## src/rtl/spi_xfer_pkg.sv

```systemverilog
package spi_xfer_pkg;
  typedef enum logic [1:0] {
    ST_IDLE  = 2'd0,
    ST_SHIFT = 2'd1,
    ST_HOLD  = 2'd2
  } xfer_state_t;

  typedef struct packed {
    logic cpol;
    logic cpha;
    logic lsb_first;
  } xfer_mode_t;
endpackage

```

## src/rtl/spi_xfer_tick.sv

```systemverilog
module spi_xfer_tick #(
  parameter int DIV_W = 8
) (
  input  logic             clk_i,
  input  logic             rst_ni,
  input  logic             en_i,
  input  logic [DIV_W-1:0] div_i,
  output logic             tick_o
);
  logic [DIV_W-1:0] cnt_q;

  assign tick_o = en_i && (cnt_q == div_i);

  always_ff @(posedge clk_i or negedge rst_ni) begin
    if (!rst_ni)     cnt_q <= '0;
    else if (!en_i)  cnt_q <= '0;
    else if (tick_o) cnt_q <= '0;
    else             cnt_q <= cnt_q + 1'b1;
  end

  AST_TICK_RANGE: assert property (@(posedge clk_i) disable iff (!rst_ni)
    en_i && $past(en_i) && $stable(div_i) |-> cnt_q <= div_i);
endmodule

```

## src/rtl/spi_xfer_shifter.sv

```systemverilog
module spi_xfer_shifter #(
  parameter int DATA_W = 8
) (
  input  logic              clk_i,
  input  logic              rst_ni,
  input  logic              load_i,
  input  logic [DATA_W-1:0] load_data_i,
  input  logic              lsb_first_i,
  input  logic              tx_shift_i,
  input  logic              rx_shift_i,
  input  logic              miso_i,
  output logic              tx_bit_o,
  output logic [DATA_W-1:0] rx_data_o
);
  logic [DATA_W-1:0] tx_sr_q, rx_sr_q;

  assign tx_bit_o  = lsb_first_i ? tx_sr_q[0] : tx_sr_q[DATA_W-1];
  assign rx_data_o = rx_sr_q;

  always_ff @(posedge clk_i or negedge rst_ni) begin
    if (!rst_ni) begin
      tx_sr_q <= '0;
    end else if (load_i) begin
      tx_sr_q <= load_data_i;
    end else if (tx_shift_i) begin
      if (lsb_first_i) tx_sr_q <= {1'b0, tx_sr_q[DATA_W-1:1]};
      else             tx_sr_q <= {tx_sr_q[DATA_W-2:0], 1'b0};
    end
  end

  always_ff @(posedge clk_i or negedge rst_ni) begin
    if (!rst_ni) begin
      rx_sr_q <= '0;
    end else if (load_i) begin
      rx_sr_q <= '0;
    end else if (rx_shift_i) begin
      if (lsb_first_i) rx_sr_q <= {miso_i, rx_sr_q[DATA_W-1:1]};
      else             rx_sr_q <= {rx_sr_q[DATA_W-2:0], miso_i};
    end
  end

  AST_NO_DUAL_SHIFT: assert property (@(posedge clk_i) disable iff (!rst_ni)
    !(tx_shift_i && rx_shift_i));
endmodule

```

## src/rtl/spi_xfer_engine.sv

```systemverilog
module spi_xfer_engine
  import spi_xfer_pkg::*;
#(
  parameter int DATA_W = 8,
  parameter int DIV_W  = 8
) (
  input  logic              clk_i,
  input  logic              rst_ni,
  input  logic              start_i,
  input  logic [DATA_W-1:0] tx_data_i,
  input  logic              cpol_i,
  input  logic              cpha_i,
  input  logic              lsb_first_i,
  input  logic [DIV_W-1:0]  div_i,
  input  logic              miso_i,
  output logic              sck_o,
  output logic              mosi_o,
  output logic              ss_no,
  output logic              busy_o,
  output logic              done_o,
  output logic [DATA_W-1:0] rx_data_o
);
  localparam int EDGES = 2 * DATA_W;
  localparam int EW    = $clog2(EDGES + 1);

  xfer_state_t       state_q;
  xfer_mode_t        mode_q;
  logic [DIV_W-1:0]  div_q;
  logic [EW-1:0]     edge_q;
  logic              sck_q, ss_q, done_q;
  logic [DATA_W-1:0] rx_q;

  logic              accept, tick, leading, in_shift;
  logic              sample_edge, setup_edge, tx_bit;
  logic [DATA_W-1:0] rx_sr;

  assign accept   = (state_q == ST_IDLE) && start_i;
  assign in_shift = (state_q == ST_SHIFT);
  assign leading  = ~edge_q[0];
  // cpha=0: sample leading; cpha=1: sample trailing
  assign sample_edge = tick && in_shift && (leading ^ mode_q.cpha);
  // cpha=1 first leading edge drives bit 0, already on the shifter output
  assign setup_edge  = tick && in_shift && !(leading ^ mode_q.cpha)
                       && !(mode_q.cpha && edge_q == '0);

  spi_xfer_tick #(.DIV_W(DIV_W)) u_tick (
    .clk_i  (clk_i),
    .rst_ni (rst_ni),
    .en_i   (state_q != ST_IDLE),
    .div_i  (div_q),
    .tick_o (tick)
  );

  spi_xfer_shifter #(.DATA_W(DATA_W)) u_shift (
    .clk_i       (clk_i),
    .rst_ni      (rst_ni),
    .load_i      (accept),
    .load_data_i (tx_data_i),
    .lsb_first_i (mode_q.lsb_first),
    .tx_shift_i  (setup_edge),
    .rx_shift_i  (sample_edge),
    .miso_i      (miso_i),
    .tx_bit_o    (tx_bit),
    .rx_data_o   (rx_sr)
  );

  always_ff @(posedge clk_i or negedge rst_ni) begin
    if (!rst_ni) begin
      state_q <= ST_IDLE;
      mode_q  <= '0;
      div_q   <= DIV_W'(1);
      edge_q  <= '0;
      sck_q   <= 1'b0;
      ss_q    <= 1'b1;
      done_q  <= 1'b0;
      rx_q    <= '0;
    end else begin
      done_q <= 1'b0;
      unique case (state_q)
        ST_IDLE: begin
          sck_q <= cpol_i;
          if (start_i) begin
            mode_q  <= '{cpol: cpol_i, cpha: cpha_i, lsb_first: lsb_first_i};
            div_q   <= (div_i == '0) ? DIV_W'(1) : div_i;
            edge_q  <= '0;
            ss_q    <= 1'b0;
            state_q <= ST_SHIFT;
          end
        end
        ST_SHIFT: begin
          if (tick) begin
            sck_q  <= ~sck_q;
            edge_q <= edge_q + 1'b1;
            if (edge_q == EW'(EDGES - 1)) state_q <= ST_HOLD;
          end
        end
        ST_HOLD: begin
          if (tick) begin
            ss_q    <= 1'b1;
            done_q  <= 1'b1;
            rx_q    <= rx_sr;
            state_q <= ST_IDLE;
          end
        end
        default: state_q <= ST_IDLE;
      endcase
    end
  end

  assign sck_o     = sck_q;
  assign ss_no     = ss_q;
  assign mosi_o    = ss_q ? 1'b0 : tx_bit;
  assign busy_o    = (state_q != ST_IDLE);
  assign done_o    = done_q;
  assign rx_data_o = rx_q;

  AST_MOSI_HELD_AT_SAMPLE: assert property (@(posedge clk_i) disable iff (!rst_ni)
    sample_edge |=> $stable(mosi_o));
  AST_SS_RISE_AT_IDLE: assert property (@(posedge clk_i) disable iff (!rst_ni)
    $rose(ss_no) |-> sck_o == mode_q.cpol);
  AST_EDGE_BOUND: assert property (@(posedge clk_i) disable iff (!rst_ni)
    edge_q <= EW'(EDGES));
  AST_BUSY_START_IGNORED: assert property (@(posedge clk_i) disable iff (!rst_ni)
    in_shift && start_i |=> busy_o && !ss_no);
  AST_DONE_SINGLE: assert property (@(posedge clk_i) disable iff (!rst_ni)
    done_o |=> !done_o);
  AST_MODE_HELD: assert property (@(posedge clk_i) disable iff (!rst_ni)
    busy_o && $past(busy_o) |-> $stable(mode_q) && $stable(div_q));
endmodule

```

## config.mk

```make
export PLATFORM = sky130hd
export DESIGN_NAME = spi_xfer_engine
export DESIGN_NICKNAME = d
export VERILOG_FILES = /design/src/rtl/spi_xfer_pkg.sv /design/src/rtl/spi_xfer_tick.sv /design/src/rtl/spi_xfer_shifter.sv /design/src/rtl/spi_xfer_engine.sv
export SDC_FILE = /design/constraint.sdc
export NUM_CORES = 1
export LEC_CHECK = 0
export BUFFER_PORTS_ARGS = -buffer_cell sky130_fd_sc_hd__buf_2
export CAP_MARGIN = 5
export CORE_ASPECT_RATIO = 0.5
export CORE_MARGIN = 2
export CORE_UTILIZATION = 24
export CTS_CLUSTER_DIAMETER = 120
export DETAILED_ROUTE_END_ITERATION = 10
export GPL_TIMING_DRIVEN = 0
export SLEW_MARGIN = 15
export SYNTH_ARGS = -nofsm -noshare
export SYNTH_HDL_FRONTEND = slang
export SYNTH_SLANG_ARGS = --single-unit
```

## constraint.sdc

```tcl
create_clock -name clk_i -period 2.9 [get_ports clk_i]
set_input_delay 0.145 -clock clk_i [delete_from_list [all_inputs] [get_ports clk_i]]
set_output_delay 0.145 -clock clk_i [all_outputs]
set_load 0.02 [all_outputs]
```

---- Word-level counts from Yosys, hierarchy flattened ----
Cells that the tools add are included.
storage, ports and cells
  bits in registers ....................... 52
  word-level logic and storage cells ...... 74
operators by class
  muxes and demuxes ....................... 26
  bitwise gates (word level) .............. 3
  add/sub/neg operators ................... 2
  reduce and logical (&&, ||, !) cells .... 23
  equal/unequal tests ..................... 8
operator list
  operator             number
  $mux 8               9
  $mux 5               2
  $pmux 5 s2           1
  $reduce_bool 2->1    5
  $add 8x1->8 const B  1
  $eq 8x8->1           1
  $logic_not 8->1      1
  $mux 2               4
  $logic_and 1x1->1    7
  $mux 1               7
  $ne 2x2->1 const B   3
  $pmux 2 s3           1
  $reduce_and 2->1     3
  $reduce_and 3->1     2
  $add 5x1->5 const B  1
  $eq 5x4->1 const B   1
  $logic_not 5->1      1
  $pmux 1 s2           2
  $reduce_and 4->1     1
  $eq 2x1->1 const B   1
  $eq 2x2->1 const B   1
  $logic_not 1->1      2
  $logic_not 2->1      1
  $ne 2x1->1 const B   1
  other kinds (2)      3

---- Depth between registers and ports, before layout ----
  depth in word-level cells ............... 7
  depth in mapped cells ................... 8
  mapped depth without buffers ............ 7

---- By module ----
From an unflattened synthesis, not the netlist that was laid out.
unflattened totals
  cells, all modules ...................... 228
  area total of the unflattened synthesis .. 2657.5 um^2
by module, submodules not included
  module            cells each  area an instance (um^2)  sequential area each (um^2)  instances
  spi_xfer_engine   99          1273.7                   703.2                        1
  spi_xfer_shifter  82          892.1                    400.4                        1
  spi_xfer_tick     47          491.7                    200.2                        1

---- Worst setup path after synthesis ----
OpenSTA, ideal clock, no wires.
  path type ............................... register to register
  start ................................... register state_q[0]
  end ..................................... register rx_q[0] (netlist: rx_data_o[0])
  data arrival time ....................... 1.958 ns
  path slack .............................. 0.817 ns
  cell stages (with the launch flop) ...... 6
  path buffers ............................ 0
  data required time ...................... 2.775 ns
  cell sequence ........................... dfrtp_1 nor2_1 a2111o_1 or4_4 nor2_8 mux2_2
on the way
  longest elaborated chain between the ends .. 3
ends and longest elaborated chain
  what                                   line                    RTL
  from (decl)                            spi_xfer_engine.sv:26   xfer_state_t state_q;
  from (signal assigned)                 spi_xfer_engine.sv:69   state_q <= ST_IDLE;
  from (signal assigned)                 spi_xfer_engine.sv:87   state_q <= ST_SHIFT;
  from (signal assigned)                 spi_xfer_engine.sv:94   if (edge_q == EW'(EDGES - 1)) state_q <= ST_HOLD;
  $reduce_bool 2->1                      spi_xfer_engine.sv:49   .en_i (state_q != ST_IDLE),
  $logic_and 1x1->1                      spi_xfer_tick.sv:12     assign tick_o = en_i && (cnt_q == div_i);
  $reduce_and 2->1 (no source line) (*)  --
  to (signal assigned)                   spi_xfer_engine.sv:101  rx_q <= rx_sr;
  to (decl)                              spi_xfer_engine.sv:31   logic [DATA_W-1:0] rx_q;
Mark *: on every way between the ends. The rest lies on a longest branch, timed or not.
A chain may end at the register's enable or synchronous reset.

---- Worst setup path after layout ----
  start ................................... register edge_q[0]
  end ..................................... register u_shift.tx_sr_q[2]
on the way
  longest elaborated chain between the ends .. 6
ends and longest elaborated chain
  what                                    line                    RTL
  from (decl)                             spi_xfer_engine.sv:29   logic [EW-1:0] edge_q;
  from (signal assigned)                  spi_xfer_engine.sv:93   edge_q <= edge_q + 1'b1;
  $not 1->1                               spi_xfer_engine.sv:39   assign leading = ~edge_q[0];
  $xor 1x1->1                             spi_xfer_engine.sv:43   assign setup_edge = tick && in_shift && !(leading ^ mode_q.cpha)
  $logic_not 1->1                         spi_xfer_engine.sv:43
  $logic_and 1x1->1                       spi_xfer_engine.sv:43
  $logic_and 1x1->1 (*)                   spi_xfer_engine.sv:44   && !(mode_q.cpha && edge_q == '0);
  $reduce_bool 2->1 (no source line) (*)  --
  to (signal assigned)                    spi_xfer_shifter.sv:24  tx_sr_q <= load_data_i;
  to (signal assigned)                    spi_xfer_shifter.sv:26  if (lsb_first_i) tx_sr_q <= {1'b0, tx_sr_q[DATA_W-1:1]};
  to (signal assigned)                    spi_xfer_shifter.sv:27  else tx_sr_q <= {tx_sr_q[DATA_W-2:0], 1'b0};
  to (decl)                               spi_xfer_shifter.sv:15  logic [DATA_W-1:0] tx_sr_q, rx_sr_q;
Marked as above.

==> out/metrics.cfg <==
[run_status]
outcome=finished clean

[timing]
period_share_pct=80.9
tns_ps=0
rsz0062_at_grt=false
final_max_slew_viol_count=0
final.setup.worst_slack_ps=555
min_period_ps=2340
fmax_ghz=0.426
hold_ws_ps=53.5
finClkSkew_ps=7.49
finalHoldViolations=0
slew-limit-headroom_pct=50.8
worst_pin_slew_ps=733
final-setup-viol-count=0

[routing]
viasPerCell=4.72
drc_errors=0
drtAntennaViolNets=0
first_pass_iters=4
drt_iter0_drc=195
routedWlPerCell_um=13.7
routed_wl_mm=6.26
vias=2149

[worst_setup_path]
cp_max_fo=10
required_ps=3060
critPathArrivalTime_ps=2510
rrSetupSlack_ps=560
crit_type=reg -> reg
reg2reg_to=u_shift.tx_sr_q[2]
reg2reg_depth=8
endpoint_kind=flip-flop
r2r_start=edge_q[0]
crit_path_start_kind=flip-flop

[clocking]
htree_levels=2
clock-sinks=52
clk_path_buf_depth=2
numCtsBuffers=5
clockRootBuffer=clkbuf_16
clkTransAtPathRegs_ps=70
insertion_delay_ps=290
cts_tree=yes

[die]
dieArea_um2=12000
start_util_pct=24.4
core_area_um2=10900
die_x_um=153
rows=27
io_pins=36
fp.dieH_um=78.4

[run]
maxCapViolations=0

[synthesis]
synth_compound_area_share_pct=10.7
ys_top_cells_by_count=dfrtp_1, nand2_1, a31oi_1
ys_warn_count=0
yosys.area.top_type=dfrtp_1
netlist-cell-type-count=39
avgSynthCellArea_um2=9.99
synth_simple_gate_area_share_pct=19.8
synth_most_common_cell=dfrtp_1
synth_fp_nets=293
synth_area_leaders=dfrtp_1, mux2_2, nand2_1, mux2i_1, a31oi_1
ys.flop_type=dfrtp_1
ys_ff_latch=52
yosysSeqAreaShare_pct=49.1
synth_fa_ha_area_share_pct=1.88
ys_async_sr_fraction_pct=100
synth_edf_count=0
netlist_area_um2=2660
muxShareOfSynthArea_pct=10.5
synth_cells=266
yosys.area.top_type_share_pct=47.1
synth_xor_area_share_pct=4.62
synth_top_family_by_area=simple AND/OR/NAND/NOR gates

[hold_path]
hold_start=cpha_i
min_to=mode_q[1]
hold_path_depth=3
hold_class=in -> reg

[global_route]
antenna_found_initial=0
grt_max_degree=53
gr-total-overflow=0
grt_pass1_wl_mm=10.4
grt_pass1_vias=2126
grt_usage_pct=10.5

[layout]
area_growth_syn_to_layout_pct=19.5
num-fill-cells=1151
nets=336
num_antenna_cells=0
postLayoutCellArea_um2=3180
regArea_um2=1300
utilization_pct=29.2
drive_above_1_share_pct=21.9
final_cells=455
multi_input_area_um2=1260

[power_and_ir_drop]
power_density_nw_per_um2=780
seqPwrFrac_pct=45.5
p_leak_nw=1.52
power_switching_uw=871
switching_share_pct=35.2
power_mw=2.48
clkPwrFrac_pct=24.4
ir_drop_mv=0.289
p_int_mw=1.61
p_comb_share_pct=30.1

[place]
pre_cts_slack_ps=585
globalplace.congestion=0.809
post-dp-hpwl_mm=4.33
dp_cells=446
port-buffer-count=35
dpl-instance-area_um2=3020

==> power groups by stage <==
stage	clock (mW)	combinational [mW]	sequential, mW
2_1_floorplan	0	0.575	1.08
3_3_place_gp	0	0.732	1.13
3_5_place_dp	0	0.738	1.13
4_1_cts	0.621	0.746	1.12
5_1_grt	0.647	0.852	1.16
6_report	0.604	0.746	1.13
==> area by class of cell <==
type / count / area share [%]
plain buffers: 16 / 2.13
inverters: 6 / 0.709
clock inverters: 1 / 0.236
repair buffers: 36 / 5.91
multi-input cells: 192 / 39.8
well taps: 145 / 5.71
clock buffers: 7 / 4.49
flip-flops and latches: 52 / 41.1
==> placed cells by master, fill, tap and decap left out, types with 10 or more instances in the layout <==
cell / count
a31oi_1: 17
buf_2: 37
clkbuf_1: 12
dfrtp_1: 50
mux2_2: 15
mux2i_1: 11
nand2_1: 45
nand3_1: 11
nor2_1: 10
==> worst max-delay path, stage by stage (launching register included) <==
cell and delay [ps]:
dfrtp_1 450, inv_1 140, ha_1 140, or4b_2 570
nand3_1 100, o21ai_1 190, clkbuf_1 290, a31oi_1 230
o21ai_0 110
==> registers in the layout, indices dropped and copies added, names as in the netlist <==
signal / count
mode_q: 2
done_o: 1
state_q: 2
div_q: 8
u_shift.tx_sr_q: 8
u_tick.cnt_q: 8
edge_q: 5
u_shift.rx_data_o: 8
rx_data_o: 8
sck_o: 1
ss_no: 1
==> kinds of logic after synthesis <==
group,Yosys count
AO/OA/AOI/OAI,42
XOR/XNOR,14
adder cells (fa/ha/maj),4
buffers and inverters,22
flip-flops,52
multiplexers,26
AND/OR/NAND/NOR,106
==> worst max path at each step <==
stage / cells past startpoint / from / endpoint
global placement: 8 / edge_q[0] / u_shift.tx_sr_q[2]
global route: 8 / edge_q[0] / u_shift.tx_sr_q[2]
detailed placement: 8 / edge_q[0] / u_shift.tx_sr_q[2]
CTS: 8 / edge_q[0] / u_shift.tx_sr_q[2]
floorplan: 5 / state_q[0] / rx_data_o[0]
finish: 8 / edge_q[0] / u_shift.tx_sr_q[2]
==> layer usage <==
layer / wire, µm / up-vias / GRT usage (%)
met1: 3100 / 1066 / 14.3
li1: - / 1036 / -
met3: 161 / 11 / 1.49
met4: 110 / 0 / 3.70
met2: 2890 / 36 / 17.3
met5: 0 / - / 0
==> what timing repair did <==
item                                   in CTS  in global routing
buffers inserted                            0                  0
endpoints found under the hold margin      50                  0
gates resized for setup                     0                  0
hold buffers                                1                  0
Note: power is estimated with default switching activity, not from simulation.
